**src/rtl/vgaw_pkg.sv**
```systemverilog
package vgaw_pkg;
    localparam logic [1:0] WMODE_MIX    = 2'd0;
    localparam logic [1:0] WMODE_LATCH  = 2'd1;
    localparam logic [1:0] WMODE_FILL   = 2'd2;
    localparam logic [1:0] WMODE_SRMASK = 2'd3;

    localparam logic [1:0] ROP_COPY = 2'b00;
    localparam logic [1:0] ROP_AND  = 2'b01;
    localparam logic [1:0] ROP_OR   = 2'b10;
    localparam logic [1:0] ROP_XOR  = 2'b11;
endpackage

```
**src/rtl/vgaw_rotator.sv**
```systemverilog
module vgaw_rotator #(
    parameter int W = 8,
    localparam int CW = $clog2(W)
) (
    input  logic [W-1:0]  din,
    input  logic [CW-1:0] cnt,
    output logic [W-1:0]  dout
);
    logic [2*W-1:0] dbl;

    always_comb begin
        dbl  = {din, din} >> cnt;
        dout = dbl[W-1:0];
    end
endmodule

```
**src/rtl/vgaw_mode_unit.sv**
```systemverilog
module vgaw_mode_unit
    import vgaw_pkg::*;
#(
    parameter int PLANES  = 4,
    parameter int PLANE_W = 8,
    localparam int WORD_W = PLANES * PLANE_W
) (
    input  logic [1:0]         wmode,
    input  logic [PLANE_W-1:0] rot_byte,
    input  logic [PLANES-1:0]  host_lo,
    input  logic [PLANES-1:0]  setres,
    input  logic [PLANES-1:0]  setres_en,
    input  logic [PLANE_W-1:0] bitmask,
    output logic [WORD_W-1:0]  mode_word,
    output logic [PLANE_W-1:0] eff_mask
);
    for (genvar p = 0; p < PLANES; p++) begin : g_plane
        logic [PLANE_W-1:0] pb;
        always_comb begin
            case (wmode)
                WMODE_MIX:  pb = setres_en[p] ? {PLANE_W{setres[p]}} : rot_byte;
                WMODE_FILL: pb = {PLANE_W{host_lo[p]}};
                default:    pb = {PLANE_W{setres[p]}};
            endcase
        end
        assign mode_word[p*PLANE_W +: PLANE_W] = pb;
    end

    assign eff_mask = (wmode == WMODE_SRMASK) ? (rot_byte & bitmask) : bitmask;
endmodule

```
**src/rtl/vgaw_rop_unit.sv**
```systemverilog
module vgaw_rop_unit
    import vgaw_pkg::*;
#(
    parameter int PLANES  = 4,
    parameter int PLANE_W = 8,
    localparam int WORD_W = PLANES * PLANE_W
) (
    input  logic [WORD_W-1:0]  mode_word,
    input  logic [WORD_W-1:0]  latch,
    input  logic [1:0]         alu_op,
    input  logic [PLANE_W-1:0] eff_mask,
    input  logic               bypass,
    output logic [WORD_W-1:0]  out_word
);
    for (genvar p = 0; p < PLANES; p++) begin : g_plane
        logic [PLANE_W-1:0] a, l, r;
        assign a = mode_word[p*PLANE_W +: PLANE_W];
        assign l = latch[p*PLANE_W +: PLANE_W];
        always_comb begin
            case (alu_op)
                ROP_AND: r = a & l;
                ROP_OR:  r = a | l;
                ROP_XOR: r = a ^ l;
                default: r = a;
            endcase
        end
        assign out_word[p*PLANE_W +: PLANE_W] =
            bypass ? l : ((r & eff_mask) | (l & ~eff_mask));
    end
endmodule

```
**src/rtl/vgaw_write_path.sv**
```systemverilog
module vgaw_write_path
    import vgaw_pkg::*;
#(
    parameter int PLANES  = 4,
    parameter int PLANE_W = 8,
    localparam int WORD_W = PLANES * PLANE_W,
    localparam int CW     = $clog2(PLANE_W)
) (
    input  logic               clk,
    input  logic               rst_n,
    input  logic               wr_valid_i,
    input  logic [PLANE_W-1:0] host_byte_i,
    input  logic [WORD_W-1:0]  latch_i,
    input  logic [CW-1:0]      rot_cnt_i,
    input  logic [1:0]         wmode_i,
    input  logic [PLANES-1:0]  setres_i,
    input  logic [PLANES-1:0]  setres_en_i,
    input  logic [1:0]         alu_op_i,
    input  logic [PLANE_W-1:0] bitmask_i,
    input  logic [PLANES-1:0]  plane_en_i,
    output logic [WORD_W-1:0]  wdata_o,
    output logic [PLANES-1:0]  wstrb_o,
    output logic               wvalid_o
);
    typedef struct packed {
        logic [WORD_W-1:0] data;
        logic [PLANES-1:0] strb;
        logic              valid;
    } out_t;

    out_t st_d, st_q;

    logic [PLANE_W-1:0] rot_byte;
    logic [WORD_W-1:0]  mode_word;
    logic [PLANE_W-1:0] eff_mask;
    logic [WORD_W-1:0]  rop_word;

    vgaw_rotator #(.W(PLANE_W)) u_rot (
        .din  (host_byte_i),
        .cnt  (rot_cnt_i),
        .dout (rot_byte)
    );

    vgaw_mode_unit #(.PLANES(PLANES), .PLANE_W(PLANE_W)) u_mode (
        .wmode     (wmode_i),
        .rot_byte  (rot_byte),
        .host_lo   (host_byte_i[PLANES-1:0]),
        .setres    (setres_i),
        .setres_en (setres_en_i),
        .bitmask   (bitmask_i),
        .mode_word (mode_word),
        .eff_mask  (eff_mask)
    );

    vgaw_rop_unit #(.PLANES(PLANES), .PLANE_W(PLANE_W)) u_rop (
        .mode_word (mode_word),
        .latch     (latch_i),
        .alu_op    (alu_op_i),
        .eff_mask  (eff_mask),
        .bypass    (wmode_i == WMODE_LATCH),
        .out_word  (rop_word)
    );

    always_comb begin
        st_d       = st_q;
        st_d.valid = wr_valid_i;
        st_d.strb  = wr_valid_i ? plane_en_i : '0;
        if (wr_valid_i) begin
            st_d.data = rop_word;
        end
    end

    always_ff @(posedge clk) begin
        if (!rst_n) begin
            st_q <= '0;
        end else begin
            st_q <= st_d;
        end
    end

    assign wdata_o  = st_q.data;
    assign wstrb_o  = st_q.strb;
    assign wvalid_o = st_q.valid;
endmodule

```
**config.mk**
```make
export PLATFORM = sky130hd
export DESIGN_NAME = vgaw_write_path
export DESIGN_NICKNAME = d
export VERILOG_FILES = /design/src/rtl/vgaw_pkg.sv /design/src/rtl/vgaw_rotator.sv /design/src/rtl/vgaw_mode_unit.sv /design/src/rtl/vgaw_rop_unit.sv /design/src/rtl/vgaw_write_path.sv
export SDC_FILE = /design/constraint.sdc
export NUM_CORES = 1
export LEC_CHECK = 0
export BUFFER_PORTS_ARGS = -buffer_cell sky130_fd_sc_hd__buf_2
export CORE_ASPECT_RATIO = 2
export CORE_MARGIN = 5
export CORE_UTILIZATION = 50
export CTS_CLUSTER_DIAMETER = 100
export DETAILED_ROUTE_END_ITERATION = 6
export PLACE_DENSITY_LB_ADDON = 0.15
export SKIP_LAST_GASP = 1
export SYNTH_ARGS = -nofsm -noshare
export SYNTH_HDL_FRONTEND = slang
export SYNTH_SLANG_ARGS = --single-unit
```
**constraint.sdc**
```tcl
create_clock -name clk -period 3.91 [get_ports clk]
set_input_delay 0.391 -clock clk [delete_from_list [all_inputs] [get_ports clk]]
set_output_delay 0.391 -clock clk [all_outputs]
set_load 0.1 [all_outputs]
```
# Yosys cells after proc, flatten, opt, wreduce, memory -nomap -nowiden
# Cells that the tools add are included.
# classes
reduce_logical	2
bitwise	26
n_shift	1
eq_ne	6
n_mux	17
# op_table
cell	n
$and A8 B8 Y8	13
$pmux W8 S3	4
$mux W8	9
$or A8 B8 Y8	8
$pmux W8 S2	4
$xor A8 B8 Y8	4
$shr A16 B3 Y8	1
$eq A2 B2 Y1 const B	4
$not A8 Y8	1
$eq A2 B1 Y1 const B	2
$logic_not A2 Y1	1
$reduce_and A2 Y1	1
# word_totals
elab_cells	55
out_inout_bits	37
register_bits	37

# Logic depth before layout (Yosys ltp)
# Gate-level depths: netlist of the first run.
# depth
word_depth	8
ltp_mapped	11
ltp_nobuf	10

# By module
# Synthesis of the first run repeated with hierarchy kept, for this count alone.
# unflattened
cells_unflattened	444
hier_area_um2	4677.0
# modules_own_cells
module	n_inst	cells_each	area_each_um2
vgaw_rop_unit	1	240	2409.8
vgaw_write_path	1	114	1376.3
vgaw_mode_unit	1	71	564.3
vgaw_rotator	1	19	326.6

# Worst setup path before layout of the first run
# Ideal clock, no wire load.
# synth_path
path_kind	input-to-reg
from	input rot_cnt_i[1]
to	register st_q (netlist bit wdata_o[7])
setup_ns	0.116
n_path_buf	1
path_slack_ns	1.351
t_arrival_ns	2.443
path_stages	10
required_time_ns	3.794
cell_sequence	buf_6 > mux4_2 > mux2_2 > o21ai_0 > nand2_1 > ha_1 > a21o_1 > nand2_1 > nand4_1 > a31o_2
# synth_via
elab_chain_len	8
# synth_rtl
item	line	rtl
start, declared	vgaw_write_path.sv:14	input logic [CW-1:0] rot_cnt_i,
$shr A16 B3 Y8 (*)	vgaw_rotator.sv:12	dbl = {din, din} >> cnt;
$mux W8	vgaw_mode_unit.sv:21	WMODE_MIX: pb = setres_en[p] ? {PLANE_W{setres[p]}} : rot_byte;
$pmux W8 S2	vgaw_mode_unit.sv:20	case (wmode)
$xor A8 B8 Y8, or another cell as far along	vgaw_rop_unit.sv:23	ROP_XOR: r = a ^ l;
$pmux W8 S3	vgaw_rop_unit.sv:20	case (alu_op)
$and A8 B8 Y8	vgaw_rop_unit.sv:28	bypass ? l : ((r & eff_mask) | (l & ~eff_mask));
$or A8 B8 Y8 (*)	vgaw_rop_unit.sv:28	
$mux W8 (*)	vgaw_rop_unit.sv:28	
end signal, assigned	vgaw_write_path.sv:77	st_q <= st_d;
end, declared	vgaw_write_path.sv:31	out_t st_d, st_q;
# Every way passes the cells marked *; elsewhere a longest branch is shown, timed or not.
# A chain may end at the register's enable or synchronous reset.

# Worst setup path after layout of the first run
# layout_path
from	input wmode_i[0]
to	register st_q (netlist bit wdata_o[4])
# layout_via
elab_chain_len	7
# layout_rtl
item	line	rtl
start, declared	vgaw_write_path.sv:15	input logic [1:0] wmode_i,
$eq A2 B2 Y1 or $logic_not A2 Y1 (tied branches)	vgaw_mode_unit.sv:20	
$pmux W8 S2	vgaw_mode_unit.sv:20	
$xor A8 B8 Y8, or another cell as far along	vgaw_rop_unit.sv:23	
$pmux W8 S3	vgaw_rop_unit.sv:20	
$and A8 B8 Y8	vgaw_rop_unit.sv:28	
$or A8 B8 Y8	vgaw_rop_unit.sv:28	
$mux W8 (*)	vgaw_rop_unit.sv:28	
# Marked as above.

==> PnR_summary.wiki, run 1 <==
{| class="wikitable"
! Metric !! Value
|-
| Detailed Routing Iterations Pass 1 || 6
|-
| Async S/R FF share, synth || 0
|-
| Clock Pin Slew Worst Setup and Hold Paths || 0.06 ns
|-
| Worst path setup slack after routing || 1.23 ns
|-
| Aggregate global-route resource usage || 0.263
|-
| Nature of the critical path endpoint || flip-flop
|-
| Headroom to the max-slew limit || 0.386
|-
| Final design area excluding fillers || 5040 um2
|-
| Post-synthesis register bit count || 37
|-
| Post-CTS setup buffer count || 0
|-
| Storage element area || 741 um2
|-
| Area contributors post-synth || dfxtp_1, ha_1, o21ai_0
|-
| Drt via density || 6.48
|-
| Residual overflow from global routing || 0
|-
| Final-layout fill cell count || 837
|-
| Yosys Warn Count || 0
|-
| Area taken by multi-input logic gates || 3370 um2
|-
| Number of enable flip-flop cells after synthesis || 0
|-
| Clock root buffer master || clkbuf_16
|-
| Transition time at the pin with the least slew margin || 0.920 ns
|-
| Initial DRC Count || 438
|-
| Vert. Die Dim || 142 um
|-
| Final routed wirelength across all metal layers || 14600 um
|-
| Critical path startpoint category || input pin
|-
| Clock tree from TritonCTS || done
|-
| Count of unresolved DRC violations after routing || 0
|-
| Master of the slowest instance on the critical path || a21boi_1
|-
| Area share of the leading cell type in the synthesized netlist || 0.170
|-
| Count of mapped cells out of synthesis || 585
|-
| Worst EP required || 4.09 ns
|-
| Number of antenna violations at the first check in global routing || 0
|-
| Post-Place Worst Slack || 0.993 ns
|-
| Cell area reported after detailed placement || 4880 um2
|-
| Most used standard cells in the synthesized netlist || nand2_1, o21ai_0, clkbuf_1
|-
| Fraction of layout cells with a size suffix above 1 || 0.227
|-
| Peak supply drop || 202 uV
|-
| Global-route wire length before repair || 23600 um
|-
| Deepest level of the CTS H-tree || 2
|-
| Largest net degree at the start of global routing || 72
|-
| Diodes inserted || 0
|-
| Post-synth cell types || 41
|-
| Setup Viol. Count Final || 0
|-
| Die span in x || 76.0 um
|-
| Sequential area share after synthesis || 0.170
|-
| Critical-path maximum fanout || 37
|-
| Post-DR wirelength/cell || 19.2 um
|-
| Setup skew after layout || 0 ns
|-
| Start-to-end type of the worst setup path || input pin to flip-flop
|-
| Quantity of gates resized following cts || 0
|-
| Largest stage delay, worst path || 0.72 ns
|-
| Weighted congestion reported at the end of routability-driven placement || 0.876
|-
| Total via count after detailed routing || 4934
|-
| Site row count || 48
|-
| Latest clock arrival within the worst-skew pair || 0.28 ns
|-
| Family of cells with the greatest summed delay on the critical path || compound AO/OA/AOI/OAI gates
|-
| Total CTS buffers || 5
|-
| Critical Path, Cell by Cell || buf_2 > nor2_1 > a21boi_1 > o21ai_0 > nand2_1 > ha_1 > a21o_1 > nand2_1 > nand4_1 > a31o_2
|-
| Count of boundary I/O pins || 107
|-
| Result of the run || finished clean
|-
| Synth area leader || dfxtp_1
|-
| Count of endpoints failing hold in the final timing report || 0
|-
| Max Transition Viols Final || 0
|-
| Bufs and invs on worst path || 1
|-
| Upper clock frequency limit || 0.374 GHz
|-
| Max-cap violation count || 0
|-
| Final period utilization || 0.685
|-
| Post-Syn Nets || 687
|-
| Min-Delay Path Class || input pin to flip-flop
|-
| Synthesized area per cell || 7.43 um2
|-
| Layout overhead on the synthesized area || 15.9%
|-
| Setup TNS || 0 ns
|-
| Mapped cell area || 4350 um2
|-
| Power Density || 326 nW/um2
|-
| Initial standard-cell utilization of the core || 0.506
|-
| Fin crit period || 2.68 ns
|-
| Vias in the first global route || 4927
|-
| Remaining antenna violation count || 0
|-
| Most prevalent standard cell on the critical path || nand2_1
|-
| Hpwl dp || 10800 um
|-
| Cts hold-fix bufs || 0
|-
| Clk buf depth || 2
|-
| Port Buf Inserts || 106
|-
| Worst Hold Margin || 0.344 ns
|-
| Data arrival, critical path || 2.86 ns
|-
| Placeable core region || 8590 um2
|-
| TritonCTS Sinks || 37
|-
| Final layout net count || 763
|-
| Most numerous cell in the Yosys netlist || nand2_1
|-
| Area of the die || 10800 um2
|-
| Unrepaired setup endpoints after global routing || no
|-
| Most instantiated flip-flop cell in the synthesis netlist || dfxtp_1
|-
| Leakage power summed over all cells || 0.00233 uW
|}
[per-layer routing]
metal	vias up	wire length, um	global-route usage	part of all wire
met5	-	0	0	0
met4	0	647	0.145	0.044
met3	48	843	0.0368	0.058
met2	199	7520	0.481	0.51
met1	2333	5630	0.283	0.38
li1	2354	-	-	-
[flip-flops by register name (all words and copies together) (netlist names)]
signal	flops
wdata_o	32
wstrb_o	4
wvalid_o	1
[layout make-up]
cell class	instances	share of cell area
multi-input cells	487	0.668
clock inverters	1	0.000993
flip-flops and latches	37	0.147
well taps	100	0.0248
repair buffers	114	0.117
clock buffers	7	0.0303
inverters	16	0.0119
[report_power, final]
part           total, uW  internal [uW]  switching, uW
Combinational        779            235            543
Clock                441            270            170
Sequential           425            409           15.5
Total               1640            915            729
[through the flow]
stage                     total power [uW]  std cells  utilization
final                                 1640        762        0.587
after global routing                  1730        762        0.587
after CTS                             1640        762        0.587
after detailed placement              1200        754        0.569
after global placement                1180        754        0.569
after floorplan                       1020        585            -
[worst reg2reg max path: stages, from the launching register on]
cell and delay (ns):
dfxtp_1 0.31, inv_1 0.05, o22ai_1 0.07, a32o_1 0.21
a31o_2 0.20
[path summary, 6_finish.rpt]
path                       from         end  slack (ns)  cells past startpoint
setup reg to reg     wdata_o[5]  wdata_o[5]        2.96                      4
hold / removal    plane_en_i[2]  wstrb_o[2]        0.34                      2
hold reg to reg      wdata_o[0]  wdata_o[0]        0.54                      2
setup / recovery     wmode_i[0]  wdata_o[4]        1.23                     10
[cells by family after synthesis]
group,synth area share
flops,0.170
fa+ha+maj,0.0921
buf+inv,0.0552
simple gates,0.254
mux,0.118
compound gates,0.310
[cell usage in the layout (no fill, tap or decap), types with 3 or more instances in the layout]
| cell type | Yosys | layout |
|---|---|---|
| o21ai_0 | 72 | 72 |
| a31o_2 | 7 | 7 |
| nor2b_1 | 33 | 33 |
| o31a_1 | 14 | 14 |
| nand2b_1 | 7 | 7 |
| nand2_1 | 86 | 86 |
| nand4_1 | 24 | 24 |
| o21a_1 | 3 | 3 |
| ha_1 | 32 | 32 |
| mux2i_1 | 18 | 18 |
| or2_1 | 5 | 5 |
| mux4_2 | 8 | 8 |
| a31o_1 | 5 | 5 |
| o2111ai_1 | 6 | 6 |
| and3_1 | 11 | 11 |
| o2bb2ai_1 | 4 | 4 |
| a21o_1 | 16 | 16 |
| a32o_1 | 12 | 12 |
| mux2_2 | 7 | 7 |
| clkbuf_16 | 0 | 5 |
| inv_1 | 16 | 16 |
| nand3b_1 | 20 | 20 |
| buf_4 | 1 | 8 |
| and2_1 | 7 | 7 |
| a31oi_1 | 18 | 18 |
| dfxtp_1 | 37 | 37 |
| a21oi_1 | 32 | 32 |
| o22ai_1 | 8 | 8 |
| mux2_4 | 5 | 5 |
| buf_2 | 0 | 106 |
| nor2_1 | 11 | 11 |
Note: power is estimated with default switching activity, not from simulation.
==> run 2: changes to the inputs <==
==> constraint.sdc (replaced) <==
create_clock -name clk -period 2.5 [get_ports clk]
set_input_delay 0.25 -clock clk [delete_from_list [all_inputs] [get_ports clk]]
set_output_delay 0.25 -clock clk [all_outputs]
set_load 0.1 [all_outputs]
==> run 2 against run 1 <==
Utilization grew 3.4 points. Clock skew unchanged. Final area increased by 5.8%. Global-route usage increased by 1.5 points. Sequential power is 56% higher. Clock power rose by 45%. Routed wire length is 4.8% higher. Sequential share of layout area fell by 0.80 points. Final cell count grew 4.7%. Count of clock-buffer cells in the layout shrank 1. Non-clock buffer count is 36 higher. Largest power group unchanged.
==> PnR_summary.wiki, run 2 (synthesis results as in run 1) <==
{| class="wikitable"
! Metric !! Value
|-
| Peak supply drop || 320 uV
|-
| Max-cap violation count || 0
|-
| Final routed wirelength across all metal layers || 15300 um
|-
| Leading cell type in the layout, fill and taps excluded || buf_2
|-
| Site row count || 48
|-
| Initial standard-cell utilization of the core || 0.506
|-
| Port Buf Inserts || 106
|-
| Count of unresolved DRC violations after routing || 0
|-
| Final layout net count || 799
|-
| Count of cells along the worst register-to-register path || 4
|-
| Worst path setup slack after routing || 0.101 ns
|-
| Worst Hold End || wstrb_o[1]
|-
| Latest clock arrival within the worst-skew pair || 0.28 ns
|-
| Vert. Die Dim || 142 um
|-
| Transition time at the pin with the least slew margin || 0.712 ns
|-
| Worst Hold Margin || 0.201 ns
|-
| Total via count after detailed routing || 5129
|-
| Max Transition Viols Final || 0
|-
| Cell Count Post-Placement || 790
|-
| Initial DRC Count || 377
|-
| Clock root buffer master || clkbuf_16
|-
| Clk buf depth || 2
|-
| Vias in the first global route || 5191
|-
| Die span in x || 76.0 um
|-
| Detailed Routing Iterations Pass 1 || 5
|-
| Critical-path maximum fanout || 8
|-
| Clock tree from TritonCTS || done
|-
| Setup skew after layout || 0 ns
|-
| Aggregate global-route resource usage || 0.278
|-
| Reg2reg start || wdata_o[5]
|-
| Placeable core region || 8590 um2
|-
| Data arrival, critical path || 2.58 ns
|-
| Nature of the critical path endpoint || flip-flop
|-
| Power Density || 487 nW/um2
|-
| Area of the die || 10800 um2
|-
| Fraction of layout cells with a size suffix above 1 || 0.265
|-
| Global-route wire length before repair || 25000 um
|-
| Drt via density || 6.43
|-
| Non-filler instance count after layout || 798
|-
| Number of antenna violations at the first check in global routing || 0
|-
| Count of endpoints failing hold in the final timing report || 0
|-
| Diodes inserted || 0
|-
| Residual overflow from global routing || 0
|-
| Fin crit period || 2.40 ns
|-
| Layout overhead on the synthesized area || 22.6%
|-
| Min-delay src || plane_en_i[1]
|-
| Headroom to the max-slew limit || 0.522
|-
| Cts hold-fix bufs || 0
|-
| Largest net degree at the start of global routing || 61
|-
| Total CTS buffers || 5
|-
| TritonCTS Sinks || 37
|-
| Leading cell types in the layout, fill and taps excluded || buf_2, nand2_1, o21ai_0
|-
| Start-to-end type of the worst setup path || input pin to flip-flop
|-
| Largest register FFs || 32
|-
| Setup Viol. Count Final || 0
|-
| Critical path startpoint category || input pin
|-
| Worst EP required || 2.68 ns
|-
| Deepest level of the CTS H-tree || 2
|-
| Hpwl dp || 11600 um
|-
| Leakage power summed over all cells || 0.00250 uW
|-
| Worst flop-to-flop path endpoint || wdata_o[5]
|-
| Result of the run || finished clean
|-
| Min-Delay Path Class || input pin to flip-flop
|-
| Cell depth of the worst hold path || 2
|-
| Remaining antenna violation count || 0
|-
| Post-Place Worst Slack || -0.203 ns
|-
| Weighted congestion reported at the end of routability-driven placement || 0.933
|-
| Upper clock frequency limit || 0.417 GHz
|-
| Quantity of gates resized following cts || 0
|-
| Final period utilization || 0.960
|-
| Post-DR wirelength/cell || 19.2 um
|-
| Post-CTS setup buffer count || 0
|-
| Register-to-register path setup slack || 1.52 ns
|-
| Clock Pin Slew Worst Setup and Hold Paths || 0.05 ns
|-
| Count of boundary I/O pins || 107
|}
## run 2: cell count changes in the layout (fill, tap and decap cells not counted)
| cell | change |
|---|---|
| clkbuf_8 | -2 |
| buf_12 | +3 |
| buf_4 | +33 |
| clkinv_2 | +1 |
| buf_2 | -1 |
| clkbuf_1 | +1 |
| clkbuf_4 | +1 |
## run 2: how the worst max path moves through the flow
| stage | from | slack [ns] | cells after the start | to |
|---|---|---|---|---|
| finish | rot_cnt_i[1] | 0.10 | 11 | wdata_o[10] |
| global route | rot_cnt_i[1] | -0.0003 | 11 | wdata_o[10] |
| CTS | rot_cnt_i[1] | 0.09 | 11 | wdata_o[10] |
| detailed placement | rot_cnt_i[1] | -0.20 | 11 | wdata_o[10] |
| floorplan | rot_cnt_i[1] | 0.08 | 10 | wdata_o[7] |
| global placement | rot_cnt_i[1] | -0.17 | 11 | wdata_o[13] |
## run 2: through the flow
step            util  total power [uW]  setup TNS, ns  cell area [um2]
4_1_cts        0.621              2600              0             5330
3_5_place_dp   0.605              1960          -3.53             5190
6_report       0.621              2600              0             5330
2_1_floorplan      -              1590              0             4350
3_3_place_gp   0.605              1920          -2.39             5190
5_1_grt        0.621              2740      -0.000280             5330
## run 2: power by group
group	internal (uW)	leakage (uW)	switching, uW
combinational	426	0.00212	871
clock	367	0.0000706	273
sequential	640	0.000306	23.5
## run 2: layer usage
metal,global-route usage,wire length (um),vias to the layer above
met5,0,0,-
met4,0.148,518,0
met3,0.0388,855,43
met2,0.496,8160,210
met1,0.313,5810,2456
li1,-,-,2420
## run 2: cell type report
cell class	instances	area, um2
Sequential cell	37	741
Clock inverter	2	10.0
Clock buffer	6	129
Tap cell	100	125
Multi-Input combinational cell	487	3370
Timing Repair Buffer	150	901
Inverter	16	60.1
Fill cell	822	3250
## run 2: worst max-delay path, stage by stage
cell	delay, ns
clkbuf_4	0.19
mux4_2	0.53
mux2_2	0.35
o21ai_0	0.21
buf_4	0.15
nand2_1	0.05
ha_1	0.17
nor2b_1	0.13
o21ai_0	0.20
nand4_1	0.13
a31o_2	0.21
